**config.mk**
```make
export PLATFORM = sky130hd
export DESIGN_NAME = gpio_xp_core
export DESIGN_NICKNAME = d
export VERILOG_FILES = /design/src/rtl/gpio_xp_pkg.sv /design/src/rtl/gpio_xp_sync.sv /design/src/rtl/gpio_xp_regs.sv /design/src/rtl/gpio_xp_irq.sv /design/src/rtl/gpio_xp_core.sv
export SDC_FILE = /design/constraint.sdc
export NUM_CORES = 1
export LEC_CHECK = 0
export ABC_AREA = 1
export BUFFER_PORTS_ARGS = -buffer_cell sky130_fd_sc_hd__buf_2
export CORE_MARGIN = 3
export CORE_UTILIZATION = 60
export CTS_BUF_LIST = sky130_fd_sc_hd__clkbuf_8
export DETAILED_ROUTE_END_ITERATION = 10
export PLACE_DENSITY = 0.91
export SKIP_LAST_GASP = 1
export SYNTH_ARGS = -nofsm -noshare
export SYNTH_HDL_FRONTEND = slang
export SYNTH_SLANG_ARGS = --single-unit
```
**constraint.sdc**
```tcl
create_clock -name clk -period 1.9 [get_ports clk]
set_clock_uncertainty 0.2 [all_clocks]
set_input_delay 0.38 -clock clk [delete_from_list [all_inputs] [get_ports clk]]
set_output_delay 0.38 -clock clk [all_outputs]
set_load 0.005 [all_outputs]
```
**src/rtl/gpio_xp_pkg.sv**
```systemverilog
package gpio_xp_pkg;

  localparam int IDX_W = 3;

  typedef enum logic [IDX_W-1:0] {
    IDX_IN  = 3'd0,
    IDX_OUT = 3'd1,
    IDX_POL = 3'd2,
    IDX_CFG = 3'd3
  } reg_idx_e;

endpackage

```
**src/rtl/gpio_xp_sync.sv**
```systemverilog
module gpio_xp_sync #(
  parameter int W      = 8,
  parameter int STAGES = 2
) (
  input  logic         clk,
  input  logic         rst_n,
  input  logic [W-1:0] d,
  output logic [W-1:0] q
);

  logic [W-1:0] stg_q [STAGES];
  logic [W-1:0] stg_d [STAGES];

  always_comb begin
    stg_d[0] = d;
    for (int s = 1; s < STAGES; s++) begin
      stg_d[s] = stg_q[s-1];
    end
  end

  genvar g;
  generate
    for (g = 0; g < STAGES; g++) begin : g_stage
      always_ff @(posedge clk or negedge rst_n) begin
        if (!rst_n) begin
          stg_q[g] <= '0;
        end else begin
          stg_q[g] <= stg_d[g];
        end
      end
    end
  endgenerate

  assign q = stg_q[STAGES-1];

endmodule

```
**src/rtl/gpio_xp_regs.sv**
```systemverilog
module gpio_xp_regs
  import gpio_xp_pkg::*;
#(
  parameter int           W       = 8,
  parameter logic [W-1:0] OUT_RST = '1,
  parameter logic [W-1:0] POL_RST = '0,
  parameter logic [W-1:0] CFG_RST = '1
) (
  input  logic             clk,
  input  logic             rst_n,
  input  logic [IDX_W-1:0] idx,
  input  logic             wr_en,
  input  logic [W-1:0]     wr_data,
  input  logic             rd_en,
  input  logic [W-1:0]     pin_sync,
  output logic [W-1:0]     rd_data,
  output logic [W-1:0]     out_q,
  output logic [W-1:0]     pol_q,
  output logic [W-1:0]     cfg_q,
  output logic [W-1:0]     cap_q,
  output logic             cap_load
);

  logic [W-1:0] out_d, pol_d, cfg_d, cap_d, rd_d, rd_q;
  logic         out_we, pol_we, cfg_we;

  // write decode: index 0 and unmapped indexes fall through to no enable
  always_comb begin
    out_we = 1'b0;
    pol_we = 1'b0;
    cfg_we = 1'b0;
    if (wr_en) begin
      case (reg_idx_e'(idx))
        IDX_OUT: out_we = 1'b1;
        IDX_POL: pol_we = 1'b1;
        IDX_CFG: cfg_we = 1'b1;
        default: ;
      endcase
    end
  end

  assign cap_load = rd_en && (reg_idx_e'(idx) == IDX_IN);

  always_comb begin
    out_d = out_we   ? wr_data  : out_q;
    pol_d = pol_we   ? wr_data  : pol_q;
    cfg_d = cfg_we   ? wr_data  : cfg_q;
    cap_d = cap_load ? pin_sync : cap_q;
  end

  always_comb begin
    rd_d = rd_q;
    if (rd_en) begin
      case (reg_idx_e'(idx))
        IDX_IN:  rd_d = pin_sync ^ pol_q;
        IDX_OUT: rd_d = out_q;
        IDX_POL: rd_d = pol_q;
        IDX_CFG: rd_d = cfg_q;
        default: rd_d = '0;
      endcase
    end
  end

  always_ff @(posedge clk or negedge rst_n) begin
    if (!rst_n) begin
      out_q <= OUT_RST;
      pol_q <= POL_RST;
      cfg_q <= CFG_RST;
      cap_q <= '0;
      rd_q  <= '0;
    end else begin
      out_q <= out_d;
      pol_q <= pol_d;
      cfg_q <= cfg_d;
      cap_q <= cap_d;
      rd_q  <= rd_d;
    end
  end

  assign rd_data = rd_q;

endmodule

```
**src/rtl/gpio_xp_irq.sv**
```systemverilog
module gpio_xp_irq #(
  parameter int W = 8
) (
  input  logic         clk,
  input  logic         rst_n,
  input  logic [W-1:0] pin_sync,
  input  logic [W-1:0] cap_q,
  input  logic [W-1:0] cfg_q,
  input  logic         clr,
  output logic         irq_q
);

  logic [W-1:0] diff;
  logic         irq_d;

  // only input-direction pins take part in the comparison
  assign diff = (pin_sync ^ cap_q) & cfg_q;

  always_comb begin
    if (clr) begin
      irq_d = 1'b0;
    end else begin
      irq_d = |diff;
    end
  end

  always_ff @(posedge clk or negedge rst_n) begin
    if (!rst_n) begin
      irq_q <= 1'b0;
    end else begin
      irq_q <= irq_d;
    end
  end

endmodule

```
**src/rtl/gpio_xp_core.sv**
```systemverilog
module gpio_xp_core
  import gpio_xp_pkg::*;
#(
  parameter int W         = 8,
  parameter int SYNC_STGS = 2
) (
  input  logic             clk,
  input  logic             rst_n,
  input  logic [IDX_W-1:0] reg_idx,
  input  logic             wr_en,
  input  logic [W-1:0]     wr_data,
  input  logic             rd_en,
  output logic [W-1:0]     rd_data,
  input  logic [W-1:0]     pin_in,
  output logic [W-1:0]     pin_oe,
  output logic [W-1:0]     pin_out,
  output logic             irq_pull
);

  logic [W-1:0] pin_sync;
  logic [W-1:0] out_q, pol_q, cfg_q, cap_q;
  logic         cap_load;
  logic         irq_q;

  gpio_xp_sync #(.W(W), .STAGES(SYNC_STGS)) u_sync (
    .clk   (clk),
    .rst_n (rst_n),
    .d     (pin_in),
    .q     (pin_sync)
  );

  gpio_xp_regs #(.W(W)) u_regs (
    .clk      (clk),
    .rst_n    (rst_n),
    .idx      (reg_idx),
    .wr_en    (wr_en),
    .wr_data  (wr_data),
    .rd_en    (rd_en),
    .pin_sync (pin_sync),
    .rd_data  (rd_data),
    .out_q    (out_q),
    .pol_q    (pol_q),
    .cfg_q    (cfg_q),
    .cap_q    (cap_q),
    .cap_load (cap_load)
  );

  gpio_xp_irq #(.W(W)) u_irq (
    .clk      (clk),
    .rst_n    (rst_n),
    .pin_sync (pin_sync),
    .cap_q    (cap_q),
    .cfg_q    (cfg_q),
    .clr      (cap_load),
    .irq_q    (irq_q)
  );

  assign pin_oe   = ~cfg_q;
  assign pin_out  = out_q;
  assign irq_pull = irq_q;

endmodule

```
==> metrics.csv <==
metric,value,unit
die_width,72.3,um
cts.sinks,57,
die-area,5230,um2
cts_buffers,9,
cp_top_family,flip-flops,
grt_pass1_wl,9650,um
final_min_period_over_clock_period,0.867,
cts.htree.levels,3,
worst_pin_slew,0.432,ns
finalMaxSlewViolations,0,
setup_viol,0,
top_level_ports,48,
crit_path_end,pin_oe[1],
clock-root-buffer,sky130_fd_sc_hd__clkbuf_8,
detail_route.wirelength,5820,um
num_vias,2256,
mappedNetlistNets,346,
timing.hold.worst.class,primary input to register,
synth_top_cell_area_share,0.389,
clock_tree.buffer_depth,2,
critical_path_type,register to primary output,
worst_setup_path_start_kind,register,
nNetsFinal,409,
yosysSeqAreaShare,0.548,
critical-path-slowest-cell,sky130_fd_sc_hd__dfstp_2,
netlist_top_cells_area,"sky130_fd_sc_hd__dfrtp_1 (39%), sky130_fd_sc_hd__dfstp_2 (16%), sky130_fd_sc_hd__nand2_1 (16%)",
dr.pass1.iters,4,
stdcell_area,3200,um2
synthesis.instances,323,
synth.largest_area_cell,sky130_fd_sc_hd__dfrtp_1,
final_layout_size_suffix_gt1_frac,0.253,
period_minus_slack,1.65,ns
critical_path_buf_inv_count,2,
portBuffers,47,
layout.cells.most_common,sky130_fd_sc_hd__nand2_1,
critical_path.cell_chain,"inv_1, buf_2",
critical_path.endpoint_type,primary output,
drtIter0Drc,157,
grt-ovfl-total,0,
postRouteAntennaNets,0,
antenna_found_initial,0,
status,completed,
powerDensity,1030,nW/um2
rrSetupSlack,0.64,ns
die-height,72.3,um
wl_per_cell,13.2,um
clock_insertion_delay_worst_skew,0.33,ns
required,1.32,ns
slew_headroom,0.712,
post-cts-setup-buffer-count,0,
cp_num_cells,2,
routability_congestion_estimate_from_global_placement,0.885,
worst_setup_path_startpoint,u_regs.cfg_q[1]$_DFFE_PN1P_,
final_hold_viol_count,0,
post_synth.cell_area_avg,8.17,um2
cp.arrival,1.07,ns
clkTransAtPathRegs,0.06,ns
power.static_leakage,1.77,nW
global_route.usage.total,0.246,
floorplan.rows,23,
fmax,607,MHz
slowest_cell_delay_on_critical_path,0.57,ns
synth_warnings,0,
finalNonFillerCells,441,
area_of_placed_instances,2900,um2
grt_max_degree,58,
reg2reg_end,u_regs.rd_data[1]$_DFFE_PN0P_,
initial_utilization,0.641,
post_synth_instance_area,2640,um2
grt_pass1_vias,2139,
crit_fanout,4,
most-common-layout-cells,"sky130_fd_sc_hd__nand2_1 (112), sky130_fd_sc_hd__inv_1 (51), sky130_fd_sc_hd__buf_2 (47)",
remaining_drc_errors,0,
dp.cells,416,
nFillCells,288,
avgViaCountPerCell,5.12,
dp_hpwl,3910,um
timing.rr.start,u_sync.q[1]$_DFF_PN0_,
tritoncts_clock_tree,yes,
rsz0062_at_grt,no,
antennaDiodeCount,0,
synth_cell_types,16,
maxCapViolCount,0,
signed_area_change_from_the_synthesized_netlist_to_the_final_layout,21.1,%
vdd_ir_drop_max,756,uV
ff2ff_path_depth,7,
fin_setup_tns,0,ns
ys_ff_latch,57,
core_area,4120,um2
report_power, final:
group	internal, W	switching (W)
Sequential	0.00144	0.000129
Combinational	0.000241	0.000337
Clock	0.000701	0.000442
state kept, by name, summed over array words and instances (netlist names):
| signal | flops |
|---|---|
| u_regs.cfg_q | 8 |
| u_irq.irq_q | 1 |
| u_regs.cap_q | 8 |
| u_regs.rd_data | 8 |
| u_regs.out_q | 8 |
| u_sync.stg_d | 8 |
| u_regs.pol_q | 8 |
| u_sync.q | 8 |
metrics by stage:
| stage | setup slack, ns | hold WS, ns | total power, W | utilization |
|---|---|---|---|---|
| floorplan | 0.599 | -0.116 | 0.00190 | - |
| global placement | 0.283 | 0.133 | 0.00211 | 0.704 |
| detailed placement | 0.244 | 0.136 | 0.00214 | 0.704 |
| CTS | 0.237 | 0.0889 | 0.00330 | 0.777 |
| global route | 0.204 | 0.104 | 0.00347 | 0.777 |
| finish | 0.253 | 0.104 | 0.00329 | 0.777 |
worst reg2reg max path, stage by stage (launching register included):
cell	delay, ns
sky130_fd_sc_hd__dfrtp_1	0.39
sky130_fd_sc_hd__inv_1	0.08
sky130_fd_sc_hd__nand2_1	0.06
sky130_fd_sc_hd__nand2_1	0.06
sky130_fd_sc_hd__nand2_1	0.06
sky130_fd_sc_hd__nand2_1	0.05
sky130_fd_sc_hd__o21ai_0	0.19
sky130_fd_sc_hd__nand2_1	0.07
synth_stat cells:
cell type                  instances
sky130_fd_sc_hd__nor2_4            2
sky130_fd_sc_hd__clkbuf_8          1
sky130_fd_sc_hd__inv_2             4
sky130_fd_sc_hd__nor2_1           44
sky130_fd_sc_hd__o21ai_0          25
sky130_fd_sc_hd__nand2_4           4
sky130_fd_sc_hd__nand3_4           1
sky130_fd_sc_hd__nand3_1          10
sky130_fd_sc_hd__dfrtp_1          41
sky130_fd_sc_hd__nand2_1         112
sky130_fd_sc_hd__dfstp_2          16
sky130_fd_sc_hd__a21oi_2           1
sky130_fd_sc_hd__nand3_2           1
sky130_fd_sc_hd__buf_6             4
sky130_fd_sc_hd__o21ai_2           8
sky130_fd_sc_hd__inv_1            49
worst min path at each step:
stage	endpoint	cells past startpoint	start	slack, ns
CTS	u_regs.cfg_q[4]$_DFFE_PN1P_	3	wr_data[4]	0.09
floorplan	u_irq.irq_q$_DFF_PN0_	0	rst_n	-0.12
finish	u_regs.cfg_q[2]$_DFFE_PN1P_	3	wr_data[2]	0.10
detailed placement	u_sync.q[2]$_DFF_PN0_	0	u_sync.stg_d[2]$_DFF_PN0_	0.14
global placement	u_sync.q[4]$_DFF_PN0_	0	u_sync.stg_d[4]$_DFF_PN0_	0.13
global route	u_regs.cfg_q[4]$_DFFE_PN1P_	3	wr_data[4]	0.10
layout make-up:
cell class / count / area [um2] / area share
Clock buffer: 12 / 165 / 0.0517
Inverter: 53 / 199 / 0.0623
Tap cell: 50 / 62.6 / 0.0196
Clock inverter: 4 / 42.5 / 0.0133
Timing Repair Buffer: 57 / 345 / 0.108
Sequential cell: 57 / 1450 / 0.453
Multi-Input combinational cell: 208 / 935 / 0.292
kinds of logic after synthesis:
family | Yosys count | synth area share
simple gates | 174 | 0.277
flops | 57 | 0.548
compound gates | 34 | 0.0773
buf+inv | 58 | 0.0977
timing repair:
action | 4_1_cts | 5_1_grt
hold buffers | 9 | 0
resized for setup | 0 | 0
hold endpoints to repair | 49 | 0
layer usage:
layer	routed length (um)	GRT usage
met5	0	0
met4	82	0.113
met3	365	0.0623
met2	2910	0.398
met1	2470	0.310
(Power assumes the default switching activity.)
